$ cat src/rtl/bcd_pkg.sv
`timescale 1ns/1ps
package bcd_pkg;
  localparam int HIDE_W = 8;
  localparam int WIN_W  = 4;
  localparam int DATA_W = 16;
  localparam int NREG   = 4;

  typedef enum logic [1:0] {
    KIND_MEM  = 2'd0,
    KIND_IO   = 2'd1,
    KIND_CFG  = 2'd2,
    KIND_NONE = 2'd3
  } txnKind_t;

  // strobes and levels the control side hands to the datapath
  typedef struct packed {
    logic              ioEn;
    logic              memEn;
    logic              serrEn;
    logic              vgaEn;
    logic              isaEn;
    logic              serrFwd;
    logic [WIN_W-1:0]  ioBase;
    logic [WIN_W-1:0]  ioLimit;
    logic [HIDE_W-1:0] hide;
  } ctrlBits_t;
endpackage

$ cat src/rtl/bcd_ctrl.sv
`timescale 1ns/1ps
module bcd_ctrl
  import bcd_pkg::*;
#(
  parameter int REG_AW = 2
) (
  input  logic              clk,
  input  logic              rstN,
  input  logic              wrEn,
  input  logic              rdEn,
  input  logic [REG_AW-1:0] regAddr,
  input  logic [DATA_W-1:0] wrData,
  input  logic [DATA_W/8-1:0] byteEn,
  output logic [DATA_W-1:0] rdData,
  output ctrlBits_t         ctrl
);
  localparam int BE_W = DATA_W / 8;

  logic [DATA_W-1:0] regFile [NREG];
  logic [DATA_W-1:0] beMask;

  function automatic logic [DATA_W-1:0] implMask(input int idx);
    logic [DATA_W-1:0] m;
    m = '0;
    case (idx)
      0: begin m[0] = 1'b1; m[1] = 1'b1; m[8] = 1'b1; end
      1: m[2:0] = 3'b111;
      2: begin m[WIN_W-1:0] = '1; m[8 +: WIN_W] = '1; end
      default: m[HIDE_W-1:0] = '1;
    endcase
    return m;
  endfunction

  always_comb begin
    for (int b = 0; b < BE_W; b++) beMask[b*8 +: 8] = {8{byteEn[b]}};
  end

  for (genvar gi = 0; gi < NREG; gi++) begin : g_reg
    localparam logic [DATA_W-1:0] MASK = implMask(gi);
    always_ff @(posedge clk) begin
      if (!rstN) regFile[gi] <= '0;
      else if (wrEn && (regAddr == REG_AW'(gi)))
        regFile[gi] <= (regFile[gi] & ~beMask) | (wrData & beMask & MASK);
    end
  end

  always_ff @(posedge clk) begin
    if (!rstN)     rdData <= '0;
    else if (rdEn) rdData <= regFile[regAddr];
  end

  always_comb begin
    ctrl.ioEn    = regFile[0][0];
    ctrl.memEn   = regFile[0][1];
    ctrl.serrEn  = regFile[0][8];
    ctrl.vgaEn   = regFile[1][0];
    ctrl.isaEn   = regFile[1][1];
    ctrl.serrFwd = regFile[1][2];
    ctrl.ioBase  = regFile[2][WIN_W-1:0];
    ctrl.ioLimit = regFile[2][8 +: WIN_W];
    ctrl.hide    = regFile[3][HIDE_W-1:0];
  end

  AST_RSVD_READ_ZERO: assert property (@(posedge clk) disable iff (!rstN)
    ($past(rdEn) && $past(regAddr) == REG_AW'(3)) |-> (rdData[DATA_W-1:HIDE_W] == '0));

  AST_CMD_READ_ZERO: assert property (@(posedge clk) disable iff (!rstN)
    ($past(rdEn) && $past(regAddr) == REG_AW'(0)) |-> (rdData[7:2] == '0));
endmodule

$ cat src/rtl/bcd_datapath.sv
`timescale 1ns/1ps
module bcd_datapath
  import bcd_pkg::*;
#(
  parameter int ADDR_W = 64
) (
  input  logic              clk,
  input  logic              rstN,
  input  ctrlBits_t         ctrl,
  input  logic [ADDR_W-1:0] txnAddr,
  input  txnKind_t          txnKind,
  input  logic              txnUp,
  input  logic [HIDE_W-1:0] idselIn,
  input  logic              secSerr,
  output logic [HIDE_W-1:0] idselOut,
  output logic              fwdDown,
  output logic              fwdUp,
  output logic              priSerr
);
  localparam int IO_SPACE_W = 16;
  localparam int ALIAS_W    = 10;
  localparam int MEM_LOW_W  = 20;
  localparam logic [ALIAS_W-1:0] MONO_LO  = 10'h3B0;
  localparam logic [ALIAS_W-1:0] MONO_HI  = 10'h3BB;
  localparam logic [ALIAS_W-1:0] COLOR_LO = 10'h3C0;
  localparam logic [ALIAS_W-1:0] COLOR_HI = 10'h3DF;
  localparam logic [MEM_LOW_W-1:0] FRAME_LO = 20'hA0000;
  localparam logic [MEM_LOW_W-1:0] FRAME_HI = 20'hBFFFF;

  logic             ioUpperZero, memUpperZero;
  logic [ALIAS_W-1:0] aliasOff;
  logic [WIN_W-1:0] ioBlock;
  logic             inWin, isaBlk, vgaIo, vgaMem, ioHit, memHit;
  logic             isIo, isMem, isCfg;

  assign isIo  = (txnKind == KIND_IO);
  assign isMem = (txnKind == KIND_MEM);
  assign isCfg = (txnKind == KIND_CFG);

  assign ioUpperZero  = (txnAddr[ADDR_W-1:IO_SPACE_W] == '0);
  assign memUpperZero = (txnAddr[ADDR_W-1:MEM_LOW_W] == '0);
  assign aliasOff     = txnAddr[ALIAS_W-1:0];
  assign ioBlock      = txnAddr[IO_SPACE_W-1 -: WIN_W];

  // window decode, 4 KB steps
  assign inWin  = ioUpperZero && (ioBlock >= ctrl.ioBase) && (ioBlock <= ctrl.ioLimit);
  // ISA mode keeps only the bottom 256 bytes of each 1 KB block
  assign isaBlk = ctrl.isaEn && (txnAddr[ALIAS_W-1:8] != '0);
  assign vgaIo  = ioUpperZero &&
                  (((aliasOff >= MONO_LO) && (aliasOff <= MONO_HI)) ||
                   ((aliasOff >= COLOR_LO) && (aliasOff <= COLOR_HI)));
  assign vgaMem = memUpperZero &&
                  (txnAddr[MEM_LOW_W-1:0] >= FRAME_LO) && (txnAddr[MEM_LOW_W-1:0] <= FRAME_HI);

  assign ioHit  = (inWin && !isaBlk) || (ctrl.vgaEn && vgaIo);
  assign memHit = ctrl.vgaEn && vgaMem;

  always_comb begin
    fwdDown = 1'b0;
    fwdUp   = 1'b0;
    if (!txnUp) begin
      fwdDown = (isIo && ioHit && ctrl.ioEn) || (isMem && memHit && ctrl.memEn);
    end else begin
      fwdUp = (isIo && !ioHit) || (isMem && !memHit);
    end
  end

  for (genvar gn = 0; gn < HIDE_W; gn++) begin : g_idsel
    assign idselOut[gn] = idselIn[gn] & ~(isCfg & ctrl.hide[gn]);
  end

  assign priSerr = secSerr & ctrl.serrFwd & ctrl.serrEn;

  AST_DIR_EXCLUSIVE: assert property (@(posedge clk) disable iff (!rstN)
    !(fwdDown && fwdUp));
  AST_CFG_NOT_FORWARDED: assert property (@(posedge clk) disable iff (!rstN)
    (txnKind == KIND_CFG) |-> (!fwdDown && !fwdUp));
  AST_IO_NEEDS_ENABLE: assert property (@(posedge clk) disable iff (!rstN)
    (fwdDown && isIo) |-> ctrl.ioEn);
  AST_MEM_NEEDS_ENABLE: assert property (@(posedge clk) disable iff (!rstN)
    (fwdDown && isMem) |-> (ctrl.memEn && ctrl.vgaEn));
  AST_ISA_BLOCKS: assert property (@(posedge clk) disable iff (!rstN)
    (isIo && !txnUp && ctrl.isaEn && !ctrl.vgaEn && txnAddr[9:8] != 2'b00) |-> !fwdDown);
  AST_SERR_SOURCE: assert property (@(posedge clk) disable iff (!rstN)
    priSerr |-> (secSerr && ctrl.serrEn && ctrl.serrFwd));
  AST_HIDDEN_LOW: assert property (@(posedge clk) disable iff (!rstN)
    isCfg |-> ((idselOut & ctrl.hide) == '0));
endmodule

$ cat src/rtl/bridge_claim_decoder.sv
`timescale 1ns/1ps
module bridge_claim_decoder
  import bcd_pkg::*;
#(
  parameter int ADDR_W = 64,
  parameter int REG_AW = 2
) (
  input  logic              clk,
  input  logic              rstN,
  input  logic              regWrEn,
  input  logic              regRdEn,
  input  logic [REG_AW-1:0] regAddr,
  input  logic [15:0]       regWrData,
  input  logic [1:0]        regByteEn,
  output logic [15:0]       regRdData,
  input  logic [ADDR_W-1:0] txnAddr,
  input  logic [1:0]        txnKind,
  input  logic              txnUpstream,
  input  logic [7:0]        idselIn,
  input  logic              secSerr,
  output logic [7:0]        idselOut,
  output logic              fwdDown,
  output logic              fwdUp,
  output logic              priSerr
);
  ctrlBits_t ctrlBits;

  bcd_ctrl #(.REG_AW(REG_AW)) u_ctrl (
    .clk     (clk),
    .rstN    (rstN),
    .wrEn    (regWrEn),
    .rdEn    (regRdEn),
    .regAddr (regAddr),
    .wrData  (regWrData),
    .byteEn  (regByteEn),
    .rdData  (regRdData),
    .ctrl    (ctrlBits)
  );

  bcd_datapath #(.ADDR_W(ADDR_W)) u_dp (
    .clk      (clk),
    .rstN     (rstN),
    .ctrl     (ctrlBits),
    .txnAddr  (txnAddr),
    .txnKind  (txnKind_t'(txnKind)),
    .txnUp    (txnUpstream),
    .idselIn  (idselIn),
    .secSerr  (secSerr),
    .idselOut (idselOut),
    .fwdDown  (fwdDown),
    .fwdUp    (fwdUp),
    .priSerr  (priSerr)
  );
endmodule

$ cat config.mk
export PLATFORM = sky130hd
export DESIGN_NAME = bridge_claim_decoder
export DESIGN_NICKNAME = d
export VERILOG_FILES = /design/src/rtl/bcd_pkg.sv /design/src/rtl/bcd_ctrl.sv /design/src/rtl/bcd_datapath.sv /design/src/rtl/bridge_claim_decoder.sv
export SDC_FILE = /design/constraint.sdc
export NUM_CORES = 1
export LEC_CHECK = 0
export BUFFER_PORTS_ARGS = -buffer_cell sky130_fd_sc_hd__buf_2
export CORE_MARGIN = 2
export CORE_UTILIZATION = 30
export CTS_BUF_LIST = sky130_fd_sc_hd__clkbuf_8 sky130_fd_sc_hd__clkbuf_16
export CTS_CLUSTER_DIAMETER = 200
export DETAILED_ROUTE_END_ITERATION = 6
export PLACE_DENSITY = 0.48
export SETUP_SLACK_MARGIN = 0.5
export SKIP_LAST_GASP = 1
export SLEW_MARGIN = 20
export SYNTH_ARGS = -nofsm -noshare
export SYNTH_HDL_FRONTEND = slang
export SYNTH_SLANG_ARGS = --single-unit
$ cat constraint.sdc
create_clock -name clk -period 5.1 [get_ports clk]
set_input_delay 0.765 -clock clk [delete_from_list [all_inputs] [get_ports clk]]
set_output_delay 0.765 -clock clk [all_outputs]
set_load 0.1 [all_outputs]
# Yosys cells after proc, flatten, opt, wreduce, memory -nomap -nowiden
# Memories as Yosys holds them, arrays and structs flattened. A register that Yosys moved wholly into a read port is not among the register bits.
# Index checks and enable logic that the tools add are counted.
[totals] regBits=0 latch_bits=0 ram_bits=64 romBits=0 inputBits=100 output_inout_bits=27 word_cells=107 mem_count=1
[mem_list] memory="u_ctrl.regFile" depth=4 word_bits=16 rd=5 rd_clocked_by_memory_dff=1 write_ports=4 line_no="bcd_ctrl.sv:19" rtl="logic [DATA_W-1:0] regFile [NREG];"
[classes] add_sub_neg=0 n_mul=0 div_mod_pow=0 order_cmp=8 eq_ne=5 shifts=0 muxes=19 bitwise_logic=40 reduce_logical=34
[ops] op="AND 16 bit" count=4
[ops] op="two-way mux 16 bit" count=4
[ops] op="zero test 48 bit" count=1
[ops] op="zero test 44 bit" count=1
[ops] op="logical AND 1 bit" count=21
[ops] op="greater-or-equal comparator 10 bit (second input constant)" count=2
[ops] op="greater-or-equal comparator 20 bit (second input constant)" count=1
[ops] op="less-or-equal comparator 10 bit (second input constant)" count=2
[ops] op="less-or-equal comparator 20 bit (second input constant)" count=1
[ops] op="AND 1 bit" count=18
[ops] op="NOT 16 bit" count=1
[ops] op="OR 16 x 12 -> 16 bit" count=1
[ops] op="OR 16 x 3 -> 16 bit" count=1
[ops] op="OR 16 x 8 -> 16 bit" count=1
[ops] op="OR 16 x 9 -> 16 bit" count=1
[ops] op="two-way mux 1 bit" count=15
[ops] op="AND 12 bit" count=1
[ops] op="NOT 1 bit" count=8
[ops] op="equality test 2 bit (second input constant)" count=3
[ops] op="equality test 2 x 1 -> 1 bit (second input constant)" count=2
[ops] op="greater-or-equal comparator 4 bit" count=1
[ops] op="less-or-equal comparator 4 bit" count=1
[ops] op="zero test 1 bit" count=4
[ops] op="zero test 2 bit" count=2
[ops] op="3 further kinds" count=9

# Logic depth before layout (Yosys ltp)
[logic_depth] depth_word=10 mapped_depth=7 mapped_depth_nobuf=7

# Modules after synthesis
# A second synthesis with hierarchy kept.
[unflattened] cells_unflattened=371 hier_area_um2=4431.8
[by_module_without_submodules] mod="bcd_ctrl" instances=1 cells_each=302 area_each_um2=3950.0 seq_area_each_um2=2242.2
[by_module_without_submodules] mod="bcd_datapath" instances=1 cells_each=69 area_each_um2=481.7 seq_area_each_um2=0.0

# Worst setup path after synthesis
# No wires, ideal clock.
[synth_path] path_kind="input -> output" from="input port txnAddr[14]" to="output port fwdDown" arrival_ns=3.244 slack_ns=1.091 cell_stages=6 path_buffers=0 path_cell_list="ha_1 > and3b_1 > a2111oi_2 > o21a_1 > nand3_1 > a21oi_1"
[synth_between] elab_chain_cells=9 elab_cells_between_ends=17 classes_between="order compare (4); mux (1); reduce/logical (12)"
[synth_lines] item="start, declared" line_no="bridge_claim_decoder.sv:16" rtl="input logic [ADDR_W-1:0] txnAddr,"
[synth_lines] item="parallel branches: the longest is 7 deep, another holds greater-or-equal comparator 20 bit"
[synth_lines] item="logical OR 1 bit (*)" line_no="bcd_datapath.sv:62" rtl="fwdDown = (isIo && ioHit && ctrl.ioEn) || (isMem && memHit && ctrl.memEn);"
[synth_lines] item="two-way mux 1 bit (*)" line_no="bcd_datapath.sv:61" rtl="if (!txnUp) begin"
[synth_lines] item="end, declared" line_no="bridge_claim_decoder.sv:22" rtl="output logic fwdDown,"
# Mark *: on every way between the ends.

# Worst setup path after layout
# Ends and elaborated chain as after synthesis.

==> out/results.tsv <==
stage	metric	value	unit
drt	1st-iter DRT viols	67	
timing	Final Skew	0.00632	ns
flow_run	max_cap viols	0	
grt	GR Overflow Total	0	
pwr	power per cell area	322	nW/um2
synthesis	register area share after synthesis	53.1	%
synthesis	top_reg_cell synth	edfxtp_1	
synthesis	cell taking the most area after synthesis	edfxtp_1	
clock_tree	clock latency on the worst-skew pair	0.34	ns
clock_tree	Root Driver	clkbuf_16	
timing	Max Fclk	295	MHz
min_path	min-delay worst type	reg -> reg	
timing	fin crit period	3.39	ns
timing	final setup fails	0	
cells_and_area	Layout area overhead	24.2	%
synthesis	Synth Register Bits	80	
pwr	Clk pwr share	39.7	%
timing	unrepaired setup endpoints after global routing	no	
timing	Slew HR	31.6	%
cells_and_area	Fillers	1352	
status	status	completed	
critical_path	CP arrival	2.62	ns
placement	port buffer count	118	
cells_and_area	n_diodes	0	
clock_tree	Clock Sinks	80	
critical_path	Crit path required time	4.34	ns
synthesis	synth top area cells	edfxtp_1 (46%), dfxtp_1 (7.6%), and2_1 (6.4%)	
synthesis	Post-synth top cells	edfxtp_1 (64), and2_1 (43), mux2i_1 (23)	
die	Die Ht	123	um
die	DIE AREA	15000	um2
pwr	Gate power share	15.3	%
timing	final hold violations	0	
synthesis	asr flop ratio synth	0	%
clock_tree	Post-CTS Setup Bufs	0	
critical_path	Critical Path Source Type	input port	
critical_path	Critical Path End Type	output pin	
clock_tree	Max clock buf depth	2	
clock_tree	CTS Hold Buffers Added	0	
timing	slew of the pin with the lowest slew margin	1.03	ns
placement	RePlAce Congestion	0.748	
die	Initial Util	30.5	%
pwr	Sw Ratio	26.2	%
critical_path	critical path fanouts, max	3	
grt	GRT Overall Usage	14.6	%
drt	DR pass1 iterations	4	
synthesis	Netlist cell types	43	
timing	TNS Setup	0	ns
die	Core Area	13800	um2
critical_path	crit path kind	in -> out	
drt	Routed WL per cell	16.6	um
synthesis	syn avg cell area	13.2	um2
pwr	peak supply drop	0.159	mV
grt	first-pass GRT wire length	16300	um
synthesis	count leader, synth	edfxtp_1	
die	Die Wd	123	um
clock_tree	total CTS buffers	9	
timing	Slew Limit Fails	0	
pwr	Total Power	1.69	mW
timing	final period utilization	66.4	%
placement	placed cell count	605	
clock_tree	post-CTS sizing	0	
drt	DRC viols	0	
cells_and_area	Layout Cells excl Fill	621	
die	I/O pins	127	
grt	largest net degree at the start of global routing	25	
synthesis	syn nets	427	
synthesis	YS warnings	0	
synthesis	synthesized area	4220	um2
pwr	leakage power	2.20	nW
drt	Via Count	2955	
cells_and_area	fin nets	544	
cells_and_area	fraction of layout cells with a size suffix above 1	34.7	%
die	site row count	43	
placement	Post-DP HPWL	7390	um
clock_tree	CTS tree	done	
drt	Final ANT Viol Nets	0	
drt	final WL	10300	um
pwr	internal power	1.24	mW
synthesis	Post-synth EDFFs	64	
drt	via-per-instance ratio	4.76	
pwr	Net Sw Power	443	uW
pwr	sequential power share	45.0	%
clock_tree	CTS clk-pin slew, worst paths	0.06	ns
grt	antenna violations before repair	0	
grt	vias in the first global route	3020	
synthesis	synthesized instance count	319	
clock_tree	CTS H-tree lvls	3	
synthesis	Synth top area share	45.6	%
worst max-delay path, stage by stage:
cell and delay [ns]:
buf_2 0.11, ha_1 0.33, and3b_1 0.21, a2111oi_2 0.31, o21a_1 0.22, nand3_1 0.08
a21oi_1 0.15, buf_2 0.45
metrics by stage:
step	cell area (um2)	hold WS [ns]	setup slack [ns]	util [%]
final	5240	0.507	1.71	37.9
after global routing	5240	0.536	1.56	37.9
after detailed placement	4940	0.502	1.71	35.7
after CTS	5240	0.518	1.69	37.9
after global placement	4940	0.499	1.78	35.7
after floorplan	4220	0.514	1.09	-
layout by cell type (no fill, tap or decap), types with 2 or more instances in the layout:
cell       instances
mux4_1             8
a21oi_1           14
nor3_1             2
dfxtp_1           16
buf_2            118
o21ai_2            2
edfxtp_1          64
nor2_2             2
nor2_4             5
nand2_1           11
mux2i_1           23
nand3_1            2
inv_1             11
and2_1            43
bufinv_16          2
nand4_1            5
ha_1               8
nor2b_1           19
nor2_1            10
nand2b_1          15
nor4_1            10
a21boi_0           8
mux4_2             8
o21ai_0            7
clkbuf_16          9
a211oi_1           2
registers in the layout, summed over array words and instances (netlist names):
name            flops
u_ctrl.rdData      16
u_ctrl.regFile     64
path summary, 6_finish.rpt:
| path | from | end | slack, ns | cells past startpoint |
|---|---|---|---|---|
| hold reg to reg | u_ctrl.rdData[5] | u_ctrl.rdData[5] | 0.51 | 2 |
| setup reg to reg | u_ctrl.regFile[0][8] | u_ctrl.rdData[8] | 3.75 | 3 |
| hold / removal | u_ctrl.rdData[5] | u_ctrl.rdData[5] | 0.51 | 2 |
| setup / recovery | txnAddr[14] | fwdDown | 1.71 | 8 |
power by group through the flow:
stage               Sequential, mW  Combinational [mW]  Clock, mW
global placement             0.773               0.258          0
finish                       0.760               0.259      0.669
global route                 0.764               0.279      0.711
CTS                          0.760               0.262      0.685
floorplan                    0.819               0.136          0
detailed placement           0.773               0.261          0
logic make-up after synthesis:
kind of cell | Yosys count | synth area share, %
and+or+nand+nor | 134 | 20.9
adders and majority gates | 8 | 2.37
buffers and inverters | 20 | 3.23
DFF | 80 | 53.1
muxes | 39 | 14.7
AOI/OAI and AO/OA | 38 | 5.63
metal layers:
layer	GRT usage (%)	share of wire, %	wire length (um)
met1	18.7	46	4730
met4	4.31	1.1	113
met2	24.1	48	4910
met3	4.14	5.6	583
met5	0	0	0
area by class of cell:
cell class | instances | area [um2] | share of cell area, %
Clock buffer | 9 | 225 | 4.30
Clock inverter | 7 | 80.1 | 1.53
Inverter | 8 | 30.0 | 0.573
Multi-Input combinational cell | 219 | 1850 | 35.3
Sequential cell | 80 | 2240 | 42.8
Tap cell | 180 | 225 | 4.30
Timing Repair Buffer | 118 | 591 | 11.3
(Power assumes the default switching activity.)
